## src/rtl/dlm_pkg.sv

```systemverilog
package dlm_pkg;

  localparam int BYTE_W      = 8;
  localparam int UNIT_W      = 2;
  localparam int LONG_UNITS  = 2;
  localparam int SHORT_UNITS = 1;

  typedef enum logic [1:0] {
    SD_LOW  = 2'd0,
    SD_HIGH = 2'd1,
    SD_TX   = 2'd2
  } dataSel_t;

  typedef struct packed {
    logic              startAcc;
    logic              dirWrite;
    logic              load;
    logic [UNIT_W-1:0] units;
    logic              setClk;
    logic              clkVal;
    logic              setData;
    dataSel_t          dataSel;
    logic              loadData;
    logic              shiftTx;
    logic              sampleRx;
    logic              raiseTo;
    logic              latchRd;
    logic              stop;
  } stepCtl_t;

  function automatic int maxOf(int a, int b);
    return (a > b) ? a : b;
  endfunction

endpackage

```

## src/rtl/dlm_datapath.sv

```systemverilog
module dlm_datapath
  import dlm_pkg::*;
#(
  parameter int DIV_W = 8
) (
  input  logic                clk,
  input  logic                rstN,
  input  logic [DIV_W-1:0]    cfgDiv,
  input  logic [BYTE_W-1:0]   devAddr,
  input  logic [BYTE_W-2:0]   regIdx,
  input  logic [BYTE_W-1:0]   wrData,
  input  logic                timeoutClr,
  input  logic                sdIn,
  input  stepCtl_t            ctl,
  output logic                stepDone,
  output logic                sclkOut,
  output logic                sdOut,
  output logic [BYTE_W-1:0]   rdData,
  output logic                timeoutOut
);

  logic [DIV_W-1:0]  divCnt;
  logic [UNIT_W-1:0] unitCnt;
  logic              active;
  logic [BYTE_W-1:0] txShift;
  logic [BYTE_W-1:0] wdHold;
  logic [BYTE_W-1:0] rxShift;
  logic [BYTE_W-1:0] cmdByte;

  assign cmdByte  = devAddr | {regIdx, 1'b0} | {{(BYTE_W-1){1'b0}}, ctl.dirWrite};
  assign stepDone = active && (divCnt == '0) && (unitCnt == '0);

  // step timer: each step holds its levels for units * (cfgDiv+1) clocks
  always_ff @(posedge clk or negedge rstN) begin
    if (!rstN) begin
      divCnt  <= '0;
      unitCnt <= '0;
      active  <= 1'b0;
    end else if (ctl.load) begin
      divCnt  <= cfgDiv;
      unitCnt <= ctl.units - UNIT_W'(1);
      active  <= 1'b1;
    end else if (ctl.stop) begin
      active  <= 1'b0;
    end else if (active) begin
      if (divCnt == '0) begin
        if (unitCnt != '0) begin
          unitCnt <= unitCnt - UNIT_W'(1);
          divCnt  <= cfgDiv;
        end
      end else begin
        divCnt <= divCnt - DIV_W'(1);
      end
    end
  end

  // line drivers
  always_ff @(posedge clk or negedge rstN) begin
    if (!rstN) begin
      sclkOut <= 1'b0;
      sdOut   <= 1'b0;
    end else if (ctl.load) begin
      if (ctl.setClk) sclkOut <= ctl.clkVal;
      if (ctl.setData) begin
        case (ctl.dataSel)
          SD_HIGH: sdOut <= 1'b1;
          SD_TX:   sdOut <= txShift[0];
          default: sdOut <= 1'b0;
        endcase
      end
    end
  end

  // byte shifters
  always_ff @(posedge clk or negedge rstN) begin
    if (!rstN) begin
      txShift <= '0;
      wdHold  <= '0;
      rxShift <= '0;
    end else if (ctl.startAcc) begin
      txShift <= cmdByte;
      wdHold  <= wrData;
      rxShift <= '0;
    end else begin
      if (ctl.loadData)      txShift <= wdHold;
      else if (ctl.shiftTx)  txShift <= {1'b0, txShift[BYTE_W-1:1]};
      if (ctl.sampleRx)      rxShift <= {sdIn, rxShift[BYTE_W-1:1]};
    end
  end

  always_ff @(posedge clk or negedge rstN) begin
    if (!rstN) begin
      rdData     <= '0;
      timeoutOut <= 1'b0;
    end else begin
      if (ctl.latchRd) rdData <= rxShift;
      if (ctl.raiseTo)      timeoutOut <= 1'b1;
      else if (timeoutClr)  timeoutOut <= 1'b0;
    end
  end

endmodule

```

## src/rtl/dlm_ctrl.sv

```systemverilog
module dlm_ctrl
  import dlm_pkg::*;
#(
  parameter int POLL_LIMIT   = 10,
  parameter int DUMMY_PULSES = 2,
  parameter int READ_TRAIL   = 3,
  parameter int WRITE_TAIL   = 2,
  parameter int RESET_PULSES = 30
) (
  input  logic       clk,
  input  logic       rstN,
  input  logic       startIn,
  input  logic [1:0] opIn,
  input  logic       validN,
  input  logic       stepDone,
  output stepCtl_t   ctl,
  output logic       busyOut,
  output logic       doneOut
);

  localparam int MAX_LOOP = maxOf(maxOf(POLL_LIMIT, DUMMY_PULSES),
                                  maxOf(maxOf(READ_TRAIL, WRITE_TAIL), RESET_PULSES));
  localparam int CNT_W = $clog2(MAX_LOOP + 1);
  localparam int BIT_W = $clog2(BYTE_W);

  typedef enum logic [4:0] {
    S_IDLE, S_LEADL, S_LEADH, S_PREL, S_PREH, S_BITL, S_BITH,
    S_WTL, S_WTH, S_RGAP, S_POLLH, S_POLLL, S_POLLD,
    S_DATH, S_DATL, S_DUMH, S_DUML, S_TRH, S_TRL, S_TRD,
    S_T3H, S_T3L, S_RSTD, S_RSTH, S_RSTL, S_FIN
  } state_t;

  state_t           state, nxtState;
  logic [CNT_W-1:0] cnt, nxtCnt;
  logic [BIT_W-1:0] bitCnt, nxtBit;
  logic             second, nxtSecond;
  logic             isWrite;
  logic             go, startNow, loadDataNow, raiseNow;

  function automatic stepCtl_t entryOf(state_t s);
    stepCtl_t e;
    e = '0;
    e.load  = 1'b1;
    e.units = UNIT_W'(SHORT_UNITS);
    case (s)
      S_LEADL, S_RGAP, S_WTL: begin
        e.setClk = 1'b1; e.setData = 1'b1; e.dataSel = SD_LOW;
        e.units = UNIT_W'(LONG_UNITS);
      end
      S_PREL: begin
        e.setClk = 1'b1; e.setData = 1'b1; e.dataSel = SD_HIGH;
        e.units = UNIT_W'(LONG_UNITS);
      end
      S_BITL: begin
        e.setClk = 1'b1; e.setData = 1'b1; e.dataSel = SD_TX;
        e.units = UNIT_W'(LONG_UNITS);
      end
      S_BITH: begin
        e.setClk = 1'b1; e.clkVal = 1'b1; e.shiftTx = 1'b1;
      end
      S_LEADH, S_PREH, S_WTH, S_POLLH, S_DATH, S_DUMH, S_TRH, S_T3H, S_RSTH: begin
        e.setClk = 1'b1; e.clkVal = 1'b1;
      end
      S_POLLL, S_RSTL, S_FIN: e.setClk = 1'b1;
      S_POLLD: begin
        e.setData = 1'b1; e.dataSel = SD_HIGH;
      end
      S_DATL: begin
        e.setClk = 1'b1; e.sampleRx = 1'b1; e.units = UNIT_W'(LONG_UNITS);
      end
      S_DUML, S_TRL, S_T3L: begin
        e.setClk = 1'b1; e.units = UNIT_W'(LONG_UNITS);
      end
      S_TRD, S_RSTD: begin
        e.setClk = 1'b1; e.setData = 1'b1; e.dataSel = SD_LOW;
      end
      default: begin
        e.load = 1'b0; e.stop = 1'b1; e.latchRd = 1'b1;
      end
    endcase
    return e;
  endfunction

  always_comb begin
    nxtState    = state;
    nxtCnt      = cnt;
    nxtBit      = bitCnt;
    nxtSecond   = second;
    go          = 1'b0;
    startNow    = 1'b0;
    loadDataNow = 1'b0;
    raiseNow    = 1'b0;
    if (state == S_IDLE) begin
      if (startIn) begin
        go        = 1'b1;
        startNow  = 1'b1;
        nxtCnt    = '0;
        nxtSecond = 1'b0;
        nxtState  = opIn[1] ? S_RSTD : S_LEADL;
      end
    end else if (stepDone) begin
      go = 1'b1;
      case (state)
        S_LEADL: nxtState = S_LEADH;
        S_LEADH: nxtState = S_PREL;
        S_PREL:  nxtState = S_PREH;
        S_PREH:  begin nxtState = S_BITL; nxtBit = '0; end
        S_BITL:  nxtState = S_BITH;
        S_BITH: begin
          if (bitCnt == BIT_W'(BYTE_W-1)) begin
            nxtCnt = '0;
            if (isWrite && !second) begin
              nxtState = S_PREL; nxtSecond = 1'b1; loadDataNow = 1'b1;
            end else if (isWrite) begin
              nxtState = S_WTL;
            end else begin
              nxtState = S_RGAP;
            end
          end else begin
            nxtBit = bitCnt + BIT_W'(1); nxtState = S_BITL;
          end
        end
        S_WTL: nxtState = S_WTH;
        S_WTH: begin
          if (cnt == CNT_W'(WRITE_TAIL-1)) nxtState = S_FIN;
          else begin nxtCnt = cnt + CNT_W'(1); nxtState = S_WTL; end
        end
        S_RGAP:  nxtState = S_POLLH;
        S_POLLH: nxtState = S_POLLL;
        S_POLLL: nxtState = S_POLLD;
        S_POLLD: begin
          if (!validN) begin
            nxtState = S_DATH; nxtBit = '0;
          end else if (cnt == CNT_W'(POLL_LIMIT-1)) begin
            nxtState = S_DUMH; nxtCnt = '0; raiseNow = 1'b1;
          end else begin
            nxtCnt = cnt + CNT_W'(1); nxtState = S_POLLH;
          end
        end
        S_DATH: nxtState = S_DATL;
        S_DATL: begin
          if (bitCnt == BIT_W'(BYTE_W-1)) nxtState = S_TRH;
          else begin nxtBit = bitCnt + BIT_W'(1); nxtState = S_DATH; end
        end
        S_DUMH: nxtState = S_DUML;
        S_DUML: begin
          if (cnt == CNT_W'(DUMMY_PULSES-1)) nxtState = S_TRH;
          else begin nxtCnt = cnt + CNT_W'(1); nxtState = S_DUMH; end
        end
        S_TRH: nxtState = S_TRL;
        S_TRL: nxtState = S_TRD;
        S_TRD: begin nxtState = S_T3H; nxtCnt = '0; end
        S_T3H: nxtState = S_T3L;
        S_T3L: begin
          if (cnt == CNT_W'(READ_TRAIL-1)) nxtState = S_FIN;
          else begin nxtCnt = cnt + CNT_W'(1); nxtState = S_T3H; end
        end
        S_RSTD: begin nxtState = S_RSTH; nxtCnt = '0; end
        S_RSTH: nxtState = S_RSTL;
        S_RSTL: begin
          if (cnt == CNT_W'(RESET_PULSES-1)) nxtState = S_FIN;
          else begin nxtCnt = cnt + CNT_W'(1); nxtState = S_RSTH; end
        end
        default: nxtState = S_IDLE;
      endcase
    end
  end

  always_comb begin
    ctl = '0;
    if (go) begin
      ctl          = entryOf(nxtState);
      ctl.startAcc = startNow;
      ctl.dirWrite = startNow && (opIn == 2'b01);
      ctl.loadData = loadDataNow;
      ctl.raiseTo  = raiseNow;
    end
  end

  always_ff @(posedge clk or negedge rstN) begin
    if (!rstN) begin
      state   <= S_IDLE;
      cnt     <= '0;
      bitCnt  <= '0;
      second  <= 1'b0;
      isWrite <= 1'b0;
      doneOut <= 1'b0;
    end else begin
      state   <= nxtState;
      cnt     <= nxtCnt;
      bitCnt  <= nxtBit;
      second  <= nxtSecond;
      doneOut <= go && (state == S_FIN);
      if (startNow) isWrite <= (opIn == 2'b01);
    end
  end

  assign busyOut = (state != S_IDLE);

endmodule

```

## src/rtl/dongle_link_master.sv

```systemverilog
module dongle_link_master
  import dlm_pkg::*;
#(
  parameter int DIV_W        = 8,
  parameter int POLL_LIMIT   = 10,
  parameter int DUMMY_PULSES = 2,
  parameter int READ_TRAIL   = 3,
  parameter int WRITE_TAIL   = 2,
  parameter int RESET_PULSES = 30
) (
  input  logic              clk,
  input  logic              rstN,
  input  logic [DIV_W-1:0]  cfgDiv,
  input  logic              startIn,
  input  logic [1:0]        opIn,
  input  logic [7:0]        devAddr,
  input  logic [6:0]        regIdx,
  input  logic [7:0]        wrData,
  input  logic              timeoutClr,
  input  logic              validN,
  input  logic              sdIn,
  output logic              sclkOut,
  output logic              sdOut,
  output logic [7:0]        rdData,
  output logic              busyOut,
  output logic              doneOut,
  output logic              timeoutOut
);

  stepCtl_t ctl;
  logic     stepDone;

  dlm_ctrl #(
    .POLL_LIMIT  (POLL_LIMIT),
    .DUMMY_PULSES(DUMMY_PULSES),
    .READ_TRAIL  (READ_TRAIL),
    .WRITE_TAIL  (WRITE_TAIL),
    .RESET_PULSES(RESET_PULSES)
  ) u_ctrl (
    .clk     (clk),
    .rstN    (rstN),
    .startIn (startIn),
    .opIn    (opIn),
    .validN  (validN),
    .stepDone(stepDone),
    .ctl     (ctl),
    .busyOut (busyOut),
    .doneOut (doneOut)
  );

  dlm_datapath #(
    .DIV_W(DIV_W)
  ) u_dp (
    .clk       (clk),
    .rstN      (rstN),
    .cfgDiv    (cfgDiv),
    .devAddr   (devAddr),
    .regIdx    (regIdx),
    .wrData    (wrData),
    .timeoutClr(timeoutClr),
    .sdIn      (sdIn),
    .ctl       (ctl),
    .stepDone  (stepDone),
    .sclkOut   (sclkOut),
    .sdOut     (sdOut),
    .rdData    (rdData),
    .timeoutOut(timeoutOut)
  );

endmodule

```

## config.mk

```make
export PLATFORM = sky130hd
export DESIGN_NAME = dongle_link_master
export DESIGN_NICKNAME = d
export VERILOG_FILES = /design/src/rtl/dlm_pkg.sv /design/src/rtl/dlm_datapath.sv /design/src/rtl/dlm_ctrl.sv /design/src/rtl/dongle_link_master.sv
export SDC_FILE = /design/constraint.sdc
export NUM_CORES = 1
export LEC_CHECK = 0
export ABC_AREA = 1
export BUFFER_PORTS_ARGS = -buffer_cell sky130_fd_sc_hd__buf_2
export CELL_PAD_IN_SITES_DETAIL_PLACEMENT = 2
export CELL_PAD_IN_SITES_GLOBAL_PLACEMENT = 2
export CORE_ASPECT_RATIO = 0.9
export CORE_MARGIN = 2
export CORE_UTILIZATION = 33
export CTS_CLUSTER_DIAMETER = 120
export DETAILED_ROUTE_END_ITERATION = 16
export PLACE_DENSITY = 0.81
export SYNTH_ARGS = -nofsm -noshare
export SYNTH_HDL_FRONTEND = slang
export SYNTH_SLANG_ARGS = --single-unit
```

## constraint.sdc

```tcl
create_clock -name clk -period 3.2 [get_ports clk]
set_clock_uncertainty 0.2 [all_clocks]
set_input_delay 0.32 -clock clk [delete_from_list [all_inputs] [get_ports clk]]
set_output_delay 0.32 -clock clk [all_outputs]
set_load 0.005 [all_outputs]
```

==> out/qor.csv <==
metric,value,unit
Net Sw Frac,28.0,%
CTS buffer count,9,
clock share of power,52.9,%
Std-Cell Rows,40,
total grt overflow,0,
Lkg Pwr,0.00327,µW
top_reg_cell synth,dfrtp_1,
fin crit share,119,%
crit start category,flip-flop,
Core Region,0.0132,mm²
Crit path largest cell delay,0.53,ns
crit path DAT,3.83,ns
worst-path cell chain,clkinv_4 -> nor2_4 -> buf_12 -> nand3_4 -> nor2_2 -> nor2_1 -> nand3_2 -> nand2_1 -> nand2_4 -> nand3_2 -> inv_2 -> nand3_1 -> nand3_4 -> nor2_4 -> nand3_4 -> nand2_4 -> buf_6 -> nand2_1 -> nand2_1 -> nand2_1 -> nand2_1,
CP Buf/Inv Count,4,
crit path capture,u_dp.divCnt[2],
RR Endpoint,u_dp.divCnt[2],
largest family of logic cells by synthesized area,simple AND/OR/NAND/NOR gates,
Compound-Gate Fraction of Synth Area,11.2,%
Final nets,826,
post-synth cell types,45,
WS Path Type,flip-flop to flip-flop,
Post-synth ARST share,100,%
Final setup violation count,36,
largest net degree at the start of global routing,63,
via/cell ratio,6.01,
H-tree depth,3,
worst r2r path cells,21,
Crit-path slowest cell,dfrtp_2,
Post-synth EDFFs,0,
Slew @ Worst Pin,0.876,ns
critical path peak fanout,10,
PD cells,318,mW/mm²
outcome,"finished, violations left",
Sw Pwr,596,µW
hpwl dp,12300,µm
sequential share of the synthesized area,35.3,%
fraction of layout cells with a size suffix above 1,44.4,%
max_cap viols,0,
Overall Power,2130,µW
vias in the first global route,5793,
worst-case clock buffer depth,2,
Vias,5724,
gr usage total,30.6,%
post-route cell area,0.00671,mm²
Final WS setup,-0.593,ns
"Clk Latency, worst-skew pair",0.37,ns
RSZ-0062 raised after global routing,yes,
failing checks,negative setup slack,
XOR/XNOR Fraction of Synth Area,1.39,%
number of synthesized register bits,62,
P_int,1530,µW
die area,0.0143,mm²
RD Place Congestion,0.935,
area grow syn2layout,52.5,%
dpl cell area,0.00505,mm²
relative slew slack,41.6,%
CTS Sinks,62,
CTS tree,built,
post-route antenna net violation count,0,
Boundary Pins,52,
CP endpoint kind,flip-flop,
Adder-Cell Fraction of Synth Area,2.56,%
Flop pwr share,38.1,%
Worst Path Required,3.24,ns
first-pass GRT wire length,33500,µm
Crit path depth,21,
initial antenna violation count,1,
syn avg cell area,7.04,µm²
final hold viol count,0,
Clock transition at path regs,0.08,ns
die height,114,µm
drt initial violations,475,
DRC,0,
Tmin final,3.79,ns
CP most frequent cell,nand2_1,
width of the die,126,µm
Port Buffers,51,
final core occ,50.9,%
average routed wire per standard cell,30.2,µm
Worst R2R Setup Slack,-0.59,ns
root buffer cell,clkbuf_16,
post-synthesis mux area share,2.02,%
Syn. warnings,0,
crit-path leading delay family,simple AND/OR/NAND/NOR gates,
Post-Syn Nets,673,
Gate power share,9.1,%
Synth Area in Simple Gates,39.7,%
min-delay worst type,primary input to flip-flop,
initial core utilization,33.4,%
worst setup path start,u_ctrl.state[2],
cells after synthesis,625,
fmax,264,MHz
final wirelength,28800,µm
"Slew Viols, Final",0,
Max IR drop VDD,498,µV
post-synth design cell area,0.00440,mm²
Pre-antenna DRT Iters,5,
Reg-to-Reg Start,u_ctrl.state[2],
## how the worst min path moves through the flow
stage / from / end / slack, ns / depth (start not counted)
2_1_floorplan: rstN / u_ctrl.bitCnt[0] / -0.18 / 0
3_3_place_gp: u_dp.wdHold[6] / u_dp.wdHold[6] / 0.25 / 2
3_5_place_dp: u_dp.wdHold[5] / u_dp.wdHold[5] / 0.26 / 2
4_1_cts: wrData[7] / u_dp.wdHold[7] / 0.03 / 3
5_1_grt: wrData[7] / u_dp.wdHold[7] / 0.03 / 3
6_report: wrData[7] / u_dp.wdHold[7] / 0.03 / 3
## power groups by stage
stage | clock network [µW] | registers [µW] | logic (µW)
after floorplan | 0 | 816 | 51.8
after global placement | 0 | 819 | 107
after detailed placement | 0 | 819 | 112
after CTS | 1100 | 806 | 130
after global routing | 1150 | 811 | 204
final | 1130 | 811 | 193
## worst reg2reg max path, delay by kind of cell, from the launching register on
family / cells / cell delay (ns)
DFF: 1 / 0.53
and+or+nand+nor: 17 / 2.29
buffers and inverters: 4 / 0.64
## sequential cells by signal, indices dropped and copies added (netlist names)
name             cells
u_dp.txShift         8
u_ctrl.doneOut       1
u_dp.wdHold          8
u_dp.rxShift         8
u_dp.timeoutOut      1
u_ctrl.cnt           5
u_ctrl.bitCnt        3
u_dp.rdData          8
u_ctrl.state         5
u_dp.unitCnt         2
u_dp.sdOut           1
u_dp.active          1
u_ctrl.second        1
u_ctrl.isWrite       1
u_dp.sclkOut         1
u_dp.divCnt          8
## routing by layer
layer | GRT usage, % | wire length, µm | vias to the layer above
met5 | 0 | 0 | -
met4 | 12.3 | 1250 | 0
met3 | 6.94 | 1970 | 102
met1 | 35.5 | 11500 | 2930
met2 | 54.9 | 14100 | 326
li1 | - | - | 2366
## per-stage QoR
stage,hold WS [ns],std cells,setup TNS (ns),setup slack (ns)
2_1_floorplan,-0.176,625,0,0.406
3_3_place_gp,0.249,861,0,0.0222
5_1_grt,0.0262,951,-14.10,-0.567
4_1_cts,0.0292,905,-0.0793,-0.0268
3_5_place_dp,0.263,861,-1.80,-0.133
6_report,0.0314,952,-12.37,-0.593
## logic make-up after synthesis
family	Yosys count
XOR/XNOR	7
AND/OR/NAND/NOR	376
adder cells (fa/ha/maj)	9
multiplexers	8
flip-flops	62
AO/OA/AOI/OAI	87
buffers and inverters	76
## repair_timing
item	4_1_cts	5_1_grt
resized for setup	44	144
cloned	0	3
endpoints found under the hold margin	38	0
setup buffers	19	43
setup endpoints to repair	38	38
hold buffers	9	0
pin swaps	10	42
## Yosys cell counts (2+ instances only)
cell | count | area (µm²)
nor2_2 | 8 | 50.1
nor2_4 | 4 | 45.0
o211ai_1 | 3 | 22.5
nor2_1 | 71 | 267
nand2_4 | 4 | 45.0
o21ai_1 | 2 | 10.0
nand4_1 | 13 | 81.3
buf_2 | 4 | 20.0
nor3_1 | 9 | 45.0
mux2_2 | 7 | 78.8
o31ai_1 | 2 | 15.0
a21oi_1 | 17 | 85.1
ha_1 | 9 | 113
inv_2 | 12 | 45.0
nand3b_1 | 2 | 15.0
clkbuf_1 | 8 | 30.0
buf_4 | 3 | 22.5
inv_1 | 39 | 146
o21ai_0 | 44 | 220
a21oi_2 | 4 | 35.0
nand3_4 | 3 | 52.6
o22ai_1 | 3 | 18.8
nand2_1 | 190 | 713
a31oi_1 | 6 | 37.5
clkinv_1 | 2 | 7.51
xor2_1 | 3 | 26.3
inv_4 | 2 | 12.5
a21boi_0 | 2 | 15.0
buf_6 | 4 | 45.0
nand2_2 | 9 | 56.3
nand3_1 | 51 | 255
nand3_2 | 8 | 80.1
dfrtp_1 | 62 | 1550
xnor2_1 | 4 | 35.0
## layout make-up
type	instances	area (µm²)
clock inverters	5	65.1
flip-flops and latches	62	1560
clock buffers	11	253
fillers	1445	6460
inverters	57	253
multi-input cells	487	3130
diodes	1	2.50
repair buffers	160	1220
repair inverters	1	6.26
well taps	168	210
## cells in the final DEF, fill, tap and decap left out, types with 3 or more instances in the layout
cell type,count
a21oi_1,15
a21oi_2,4
a31oi_1,5
buf_12,4
buf_2,51
buf_4,83
buf_6,11
clkbuf_16,11
clkinv_4,4
dfrtp_1,56
dfrtp_2,6
dlygate4sd3_1,9
ha_1,4
ha_4,4
inv_1,33
inv_2,15
inv_4,6
mux2_2,7
nand2_1,153
nand2_2,34
nand2_4,14
nand3_1,31
nand3_2,18
nand3_4,13
nand4_1,13
nor2_1,41
nor2_2,21
nor2_4,21
nor3_1,6
o211ai_1,3
o21ai_0,41
o21ai_1,4
o22ai_1,3
xnor2_1,3
xor2_1,3
Power figures use the tool's default switching activity.
